`src/rtl/movimm_pkg.sv`:
```
// Shared types and constants for the load-immediate decoder.
// Assumes byte-wide input and immediates of at most 64 bits.
package movimm_pkg;

    typedef enum logic [1:0] {
        W8  = 2'b00,
        W16 = 2'b01,
        W32 = 2'b10,
        W64 = 2'b11
    } width_e;

    typedef enum logic [1:0] {
        ST_PFX  = 2'b00,
        ST_IMM  = 2'b01,
        ST_DONE = 2'b10,
        ST_ERR  = 2'b11
    } state_e;

    localparam logic [7:0] OPSZ_BYTE = 8'h66;
    localparam logic [3:0] REX_HI    = 4'h4;
    localparam logic [4:0] OPC_HI    = 5'b10110;

    // Number of immediate bytes that follow the opcode for a width
    function automatic logic [3:0] imm_count(input width_e w);
        case (w)
            W8:      imm_count = 4'd1;
            W16:     imm_count = 4'd2;
            W32:     imm_count = 4'd4;
            default: imm_count = 4'd8;
        endcase
    endfunction

endpackage

```
`src/rtl/movimm_prefix_tracker.sv`:
```
// Tracks the operand-size and register-extension prefixes of one instruction.
// Assumes the extension prefix may only be the byte directly before the opcode,
// so a size prefix arriving after it is treated as a conflict.
module movimm_prefix_tracker
    import movimm_pkg::*;
(
    input  logic       clk,
    input  logic       rst_n,
    input  logic       clear,
    input  logic       accept,
    input  logic       mode64,
    input  logic [7:0] byte_in,
    output logic       is_prefix,
    output logic       conflict,
    output logic       saw_opsz,
    output logic       saw_rex,
    output logic [3:0] rex_bits
);

    logic is_opsz;
    logic is_rex;

    // Classify the current byte as a prefix and check ordering rules
    always_comb begin
        is_opsz   = (byte_in == OPSZ_BYTE);
        is_rex    = mode64 && (byte_in[7:4] == REX_HI);
        is_prefix = is_opsz || is_rex;
        conflict  = (is_opsz && (saw_opsz || saw_rex)) || (is_rex && saw_rex);
    end

    // Record accepted prefixes until the instruction finishes
    always_ff @(posedge clk) begin
        if (!rst_n || clear) begin
            saw_opsz <= 1'b0;
            saw_rex  <= 1'b0;
            rex_bits <= 4'h0;
        end else if (accept && is_prefix && !conflict) begin
            if (is_opsz) begin
                saw_opsz <= 1'b1;
            end
            if (is_rex) begin
                saw_rex  <= 1'b1;
                rex_bits <= byte_in[3:0];
            end
        end
    end

endmodule

```
`src/rtl/movimm_opcode_classify.sv`:
```
// Pure combinational decode of an opcode byte against the prefix state.
// Assumes the caller only consults it for a byte that is not a prefix.
module movimm_opcode_classify
    import movimm_pkg::*;
(
    input  logic [7:0] opcode,
    input  logic       saw_opsz,
    input  logic       saw_rex,
    input  logic [3:0] rex_bits,
    output logic       legal,
    output width_e     width,
    output logic [3:0] reg_num,
    output logic       hibyte,
    output logic [3:0] nbytes
);

    logic wide_form;

    // Derive width, register number and high-byte flag from opcode and prefixes
    always_comb begin
        legal     = (opcode[7:4] == OPC_HI[4:1]) && opcode[3] == 1'b0
                    ? 1'b1 : (opcode[7:3] == 5'b10111);
        wide_form = opcode[3];
        if (!wide_form) begin
            width = W8;
        end else if (saw_rex && rex_bits[3]) begin
            width = W64;
        end else if (saw_opsz) begin
            width = W16;
        end else begin
            width = W32;
        end
        reg_num = {saw_rex & rex_bits[0], opcode[2:0]};
        hibyte  = !wide_form && !saw_rex && opcode[2];
        nbytes  = imm_count(width);
    end

endmodule

```
`src/rtl/movimm_imm_assembler.sv`:
```
// Collects immediate bytes least significant first into a zero-filled word.
// Assumes start and accept are never high in the same cycle.
module movimm_imm_assembler #(
    parameter int DATA_W = 64
) (
    input  logic              clk,
    input  logic              rst_n,
    input  logic              start,
    input  logic              accept,
    input  logic [7:0]        byte_in,
    output logic [DATA_W-1:0] value,
    output logic [$clog2(DATA_W/8)-1:0] idx
);

    localparam int LANES = DATA_W / 8;
    localparam int IDX_W = $clog2(LANES);

    // Advance the lane pointer on each accepted immediate byte
    always_ff @(posedge clk) begin
        if (!rst_n || start) begin
            idx <= '0;
        end else if (accept) begin
            idx <= idx + IDX_W'(1);
        end
    end

    // One register per byte lane, written when the pointer selects it
    for (genvar g = 0; g < LANES; g++) begin : g_lane
        always_ff @(posedge clk) begin
            if (!rst_n || start) begin
                value[g*8 +: 8] <= 8'h00;
            end else if (accept && idx == IDX_W'(g)) begin
                value[g*8 +: 8] <= byte_in;
            end
        end
    end

endmodule

```
`src/rtl/movimm_decoder.sv`:
```
// Top level: sequences prefix, opcode and immediate bytes of a
// register-load-immediate instruction and presents a one-cycle result.
// Assumes mode64 is stable for the duration of each instruction.
module movimm_decoder
    import movimm_pkg::*;
#(
    parameter int DATA_W = 64,
    parameter int LEN_W  = 4
) (
    input  logic              clk,
    input  logic              rst_n,
    input  logic              mode64,
    input  logic              in_valid,
    input  logic [7:0]        in_byte,
    output logic              in_ready,
    output logic              out_valid,
    output logic [3:0]        out_reg,
    output logic [1:0]        out_width,
    output logic              out_hibyte,
    output logic [DATA_W-1:0] out_imm,
    output logic [LEN_W-1:0]  out_len,
    output logic              err
);

    localparam int IDX_W = $clog2(DATA_W / 8);

    state_e             state_q;
    state_e             state_d;
    logic               accept;
    logic               clear;
    logic               is_prefix;
    logic               conflict;
    logic               saw_opsz;
    logic               saw_rex;
    logic [3:0]         rex_bits;
    logic               legal;
    width_e             cls_width;
    logic [3:0]         cls_reg;
    logic               cls_hibyte;
    logic [3:0]         cls_nbytes;
    logic               opc_take;
    logic               imm_take;
    logic               last_imm;
    logic [IDX_W-1:0]   imm_idx;
    width_e             width_q;
    logic [3:0]         reg_q;
    logic               hibyte_q;
    logic [3:0]         need_q;
    logic [LEN_W-1:0]   len_q;

    // Handshake and control strobes derived from the current state
    always_comb begin
        in_ready = (state_q == ST_PFX) || (state_q == ST_IMM);
        accept   = in_valid && in_ready;
        clear    = (state_q == ST_DONE) || (state_q == ST_ERR);
        opc_take = accept && (state_q == ST_PFX) && !is_prefix && legal;
        imm_take = accept && (state_q == ST_IMM);
        last_imm = imm_take && ({1'b0, imm_idx} == need_q - 4'd1);
    end

    movimm_prefix_tracker u_pfx (
        .clk       (clk),
        .rst_n     (rst_n),
        .clear     (clear),
        .accept    (accept && (state_q == ST_PFX)),
        .mode64    (mode64),
        .byte_in   (in_byte),
        .is_prefix (is_prefix),
        .conflict  (conflict),
        .saw_opsz  (saw_opsz),
        .saw_rex   (saw_rex),
        .rex_bits  (rex_bits)
    );

    movimm_opcode_classify u_cls (
        .opcode   (in_byte),
        .saw_opsz (saw_opsz),
        .saw_rex  (saw_rex),
        .rex_bits (rex_bits),
        .legal    (legal),
        .width    (cls_width),
        .reg_num  (cls_reg),
        .hibyte   (cls_hibyte),
        .nbytes   (cls_nbytes)
    );

    movimm_imm_assembler #(.DATA_W(DATA_W)) u_imm (
        .clk     (clk),
        .rst_n   (rst_n),
        .start   (opc_take),
        .accept  (imm_take),
        .byte_in (in_byte),
        .value   (out_imm),
        .idx     (imm_idx)
    );

    // Next-state selection for the byte sequencer
    always_comb begin
        state_d = state_q;
        case (state_q)
            ST_PFX: begin
                if (accept) begin
                    if (is_prefix) begin
                        state_d = conflict ? ST_ERR : ST_PFX;
                    end else begin
                        state_d = legal ? ST_IMM : ST_ERR;
                    end
                end
            end
            ST_IMM:  state_d = last_imm ? ST_DONE : ST_IMM;
            default: state_d = ST_PFX;
        endcase
    end

    // State register
    always_ff @(posedge clk) begin
        if (!rst_n) begin
            state_q <= ST_PFX;
        end else begin
            state_q <= state_d;
        end
    end

    // Latch the opcode decode when the opcode is accepted
    always_ff @(posedge clk) begin
        if (!rst_n) begin
            width_q  <= W8;
            reg_q    <= 4'h0;
            hibyte_q <= 1'b0;
            need_q   <= 4'd1;
        end else if (opc_take) begin
            width_q  <= cls_width;
            reg_q    <= cls_reg;
            hibyte_q <= cls_hibyte;
            need_q   <= cls_nbytes;
        end
    end

    // Count every accepted byte of the instruction
    always_ff @(posedge clk) begin
        if (!rst_n || clear) begin
            len_q <= '0;
        end else if (accept) begin
            len_q <= len_q + LEN_W'(1);
        end
    end

    // Result outputs
    always_comb begin
        out_valid  = (state_q == ST_DONE);
        err        = (state_q == ST_ERR);
        out_reg    = reg_q;
        out_width  = width_q;
        out_hibyte = hibyte_q;
        out_len    = len_q;
    end

endmodule

```
`config.mk`:
```
export PLATFORM = sky130hd
export DESIGN_NAME = movimm_decoder
export DESIGN_NICKNAME = d
export VERILOG_FILES = /design/src/rtl/movimm_pkg.sv /design/src/rtl/movimm_prefix_tracker.sv /design/src/rtl/movimm_opcode_classify.sv /design/src/rtl/movimm_imm_assembler.sv /design/src/rtl/movimm_decoder.sv
export SDC_FILE = /design/constraint.sdc
export NUM_CORES = 1
export LEC_CHECK = 0
export ABC_AREA = 1
export CORE_AREA = 2 2 103 105
export DETAILED_ROUTE_END_ITERATION = 16
export DIE_AREA = 0 0 105 107
export PLACE_DENSITY_LB_ADDON = 0.15
export SLEW_MARGIN = 20
export SYNTH_ARGS = -nofsm -noshare
export SYNTH_HDL_FRONTEND = slang
export SYNTH_SLANG_ARGS = --single-unit
export TNS_END_PERCENT = 100
```
`constraint.sdc`:
```
create_clock -name clk -period 2.55 [get_ports clk]
set_input_delay 0.765 -clock clk [delete_from_list [all_inputs] [get_ports clk]]
set_output_delay 0.765 -clock clk [all_outputs]
set_load 0.02 [all_outputs]
```
==> out/metrics.yaml <==
logic_synthesis:
  yosysWarnings: 0
  ys_ff_latch: 88
  seq_area_frac_synth_pct: 48.0
  synthesis.area_um2: 3670
  yosysUniqueCellTypes: 33
  syn_inst: 451
  synth_fa_ha_area_share_pct: 2.73
  syn-num-nets: 471
  yosysTopAreaCell: "dfxtp_1"
  synth-xor-area-share_pct: 1.67
  synth_top_area_share_pct: 48.0
  synth_area_per_cell_um2: 8.14
  synth_compound_area_share_pct: 13.6
  synth_area_leaders: "dfxtp_1 48%, nand2_1 16%, a21oi_1 8.9%"
  synth_top_family_by_area: "simple AND/OR/NAND/NOR gates"
  yosys.area_share.simple_pct: 26.1
  muxShareOfSynthArea_pct: 0
sta:
  final.setup.tns_ns: 0
  tightest_slew_ns: 0.471
  fin_crit_sh_pct: 92.5
  hold_viol: 0
  maxSlewHeadroom_pct: 68.5
  slew_viol_final: 0
  fin_crit_ns: 2.36
  fmax_mhz: 424
  setup_viol: 0
  skew_ns: 0.00738
  rsz0062_at_grt: "false"
setup_path:
  worstPathArrival_ns: 1.59
  cp_max_fo: 5
  end_kind: "output port"
  slowest_stage: "clkdlybuf4s50_1"
  cp-start-kind: "flop"
  crit_chain: "inv_1, nor2_1, clkdlybuf4s50_1"
  required_ns: 1.79
  critical_path_class: "flop to output port"
  max_stage_delay_ns: 0.60
detailed_routing:
  num_vias: 3164
  antenna_left: 0
  viasPerCell: 4.59
  avgRoutedWirePerCell_um: 13.7
  drtPass1Iterations: 4
  wl_mm: 9.46
  drtIter0Drc: 127
  drc: 0
layout:
  regMostFlops: "u_imm.value"
  nets: 569
  post-route-cell-area_um2: 4940
  n_antenna_cell: 0
  layout_commonest_cell: "nand2_1"
  largest_register_ffs: 64
  fill_cells: 1038
  drive_gt1_share_pct: 13.4
  final_util_pct: 48.9
  syn_to_final_growth_pct: 34.5
  final_cell_mix: "159 x nand2_1, 89 x clkdlybuf4s50_1, 88 x dfxtp_1"
global_route:
  first_global_vias: 3121
  grt_overflow: 0
  gr-usage-all-layers_pct: 17.2
  grt_pass1_wl_mm: 15.1
  antenna_found_initial: 0
  grt_max_degree: 30
flow_run:
  cap_violations: 0
clock_network:
  cts_buffers: 9
  htreeDepth: 3
  clk_pin_slew_worst_paths_ns: 0.09
  cts_buffer_depth: 2
  cts_tree: "done"
  cts_sinks: 88
  holdBufCountCts: 0
  clock-root-buffer: "clkbuf_8"
  clk-insertion-delay-late_ns: 0.36
  post_cts_buffers: 0
  cts_resized: 0
hold_path:
  hold_path.class: "flop to flop"
place:
  io_buffers: 89
  dp_hpwl_mm: 6.75
  place_congestion: 0.780
  dpl_cell_area_um2: 4730
floorplanning:
  die_area_um2: 11200
  chipHeight_um: 107
  ios: 90
  core_area_um2: 10100
  die_w_um: 105
  num_rows: 37
  initial_core_util_pct: 36.4
power_and_ir_drop:
  power_leakage_nw: 1.78
  peakVddDrop_mv: 0.311
  design_power_total_mw: 2.78
  p_per_area_nw_per_um2: 564
status:
  outcome: "completed"
-- kinds of logic (layout without fill, tap and decap cells) --
family,Yosys count,after routing
XOR/XNOR,7,7
flip-flops,88,88
adder cells (fa/ha/maj),8,8
buffers and inverters,53,156
AO/OA/AOI/OAI,88,88
AND/OR/NAND/NOR,207,207
-- routing by layer --
| layer | vias to the layer above | part of all wire [%] | global-route usage, % |
|---|---|---|---|
| met2 | 77 | 47 | 29.1 |
| met1 | 1436 | 47 | 21.7 |
| met4 | 0 | 1.7 | 7.43 |
| li1 | 1638 | - | - |
| met5 | - | 0 | 0 |
| met3 | 13 | 4.3 | 2.80 |
-- synth_stat cells --
| library cell | n |
|---|---|
| buf_4 | 8 |
| nand4_1 | 1 |
| dfxtp_1 | 88 |
| buf_2 | 6 |
| nand2_1 | 159 |
| or2_2 | 1 |
| buf_8 | 1 |
| o41ai_1 | 1 |
| xnor2_1 | 5 |
| a21oi_2 | 11 |
| buf_6 | 1 |
| nor2_2 | 3 |
| ha_1 | 8 |
| buf_12 | 1 |
| nand2_2 | 4 |
| clkinv_2 | 6 |
| nor3_4 | 2 |
| nor2_1 | 14 |
| inv_2 | 4 |
| a21oi_1 | 65 |
| nor3_1 | 1 |
| nand4_2 | 1 |
| inv_6 | 2 |
| nor2_8 | 2 |
| o22ai_1 | 3 |
| nor2_4 | 1 |
| xor2_1 | 2 |
| a32o_1 | 2 |
| nand2_4 | 2 |
| o21ai_0 | 6 |
| nand3_1 | 12 |
| nand3_4 | 4 |
| inv_1 | 24 |
-- stage by stage --
stage	instances	setup WS, ns	hold slack [ns]
2_1_floorplan	451	0.767	0.441
3_5_place_dp	674	0.110	0.457
3_3_place_gp	674	0.150	0.453
5_1_grt	690	0.0734	0.492
4_1_cts	690	0.163	0.471
6_report	690	0.192	0.467
-- report_power, final --
| part | switching (mW) | total [mW] | internal [mW] | leakage, nW |
|---|---|---|---|---|
| logic | 0.219 | 0.353 | 0.134 | 0.974 |
| registers | 0.0264 | 1.43 | 1.40 | 0.710 |
| clock network | 0.520 | 1.00 | 0.483 | 0.0989 |
-- worst max-delay path, delay by kind of cell (launching register included) --
family / cells / cell delay, ns
simple gates: 1 / 0.10
flops: 1 / 0.43
buf+inv: 2 / 0.70
-- path summary, 6_finish.rpt --
| kind | from | end | slack [ns] | cells after the start |
|---|---|---|---|---|
| max | state_q[1] | out_valid | 0.19 | 3 |
| min | u_imm.value[57] | u_imm.value[57] | 0.47 | 2 |
| max reg2reg | u_imm.idx[2] | u_imm.value[53] | 0.89 | 5 |
| min reg2reg | u_imm.value[57] | u_imm.value[57] | 0.47 | 2 |
-- layout make-up --
| type | count | area, um2 | share of cell area, % |
|---|---|---|---|
| multi-input combinational | 310 | 1620 | 32.8 |
| sequential | 88 | 1760 | 35.7 |
| inverter | 36 | 153 | 3.09 |
| clock inverter | 6 | 67.6 | 1.37 |
| clock buffer | 10 | 138 | 2.79 |
| timing repair buffer | 104 | 1030 | 20.8 |
| tap | 136 | 170 | 3.45 |
Note: power is estimated with default switching activity, not from simulation.
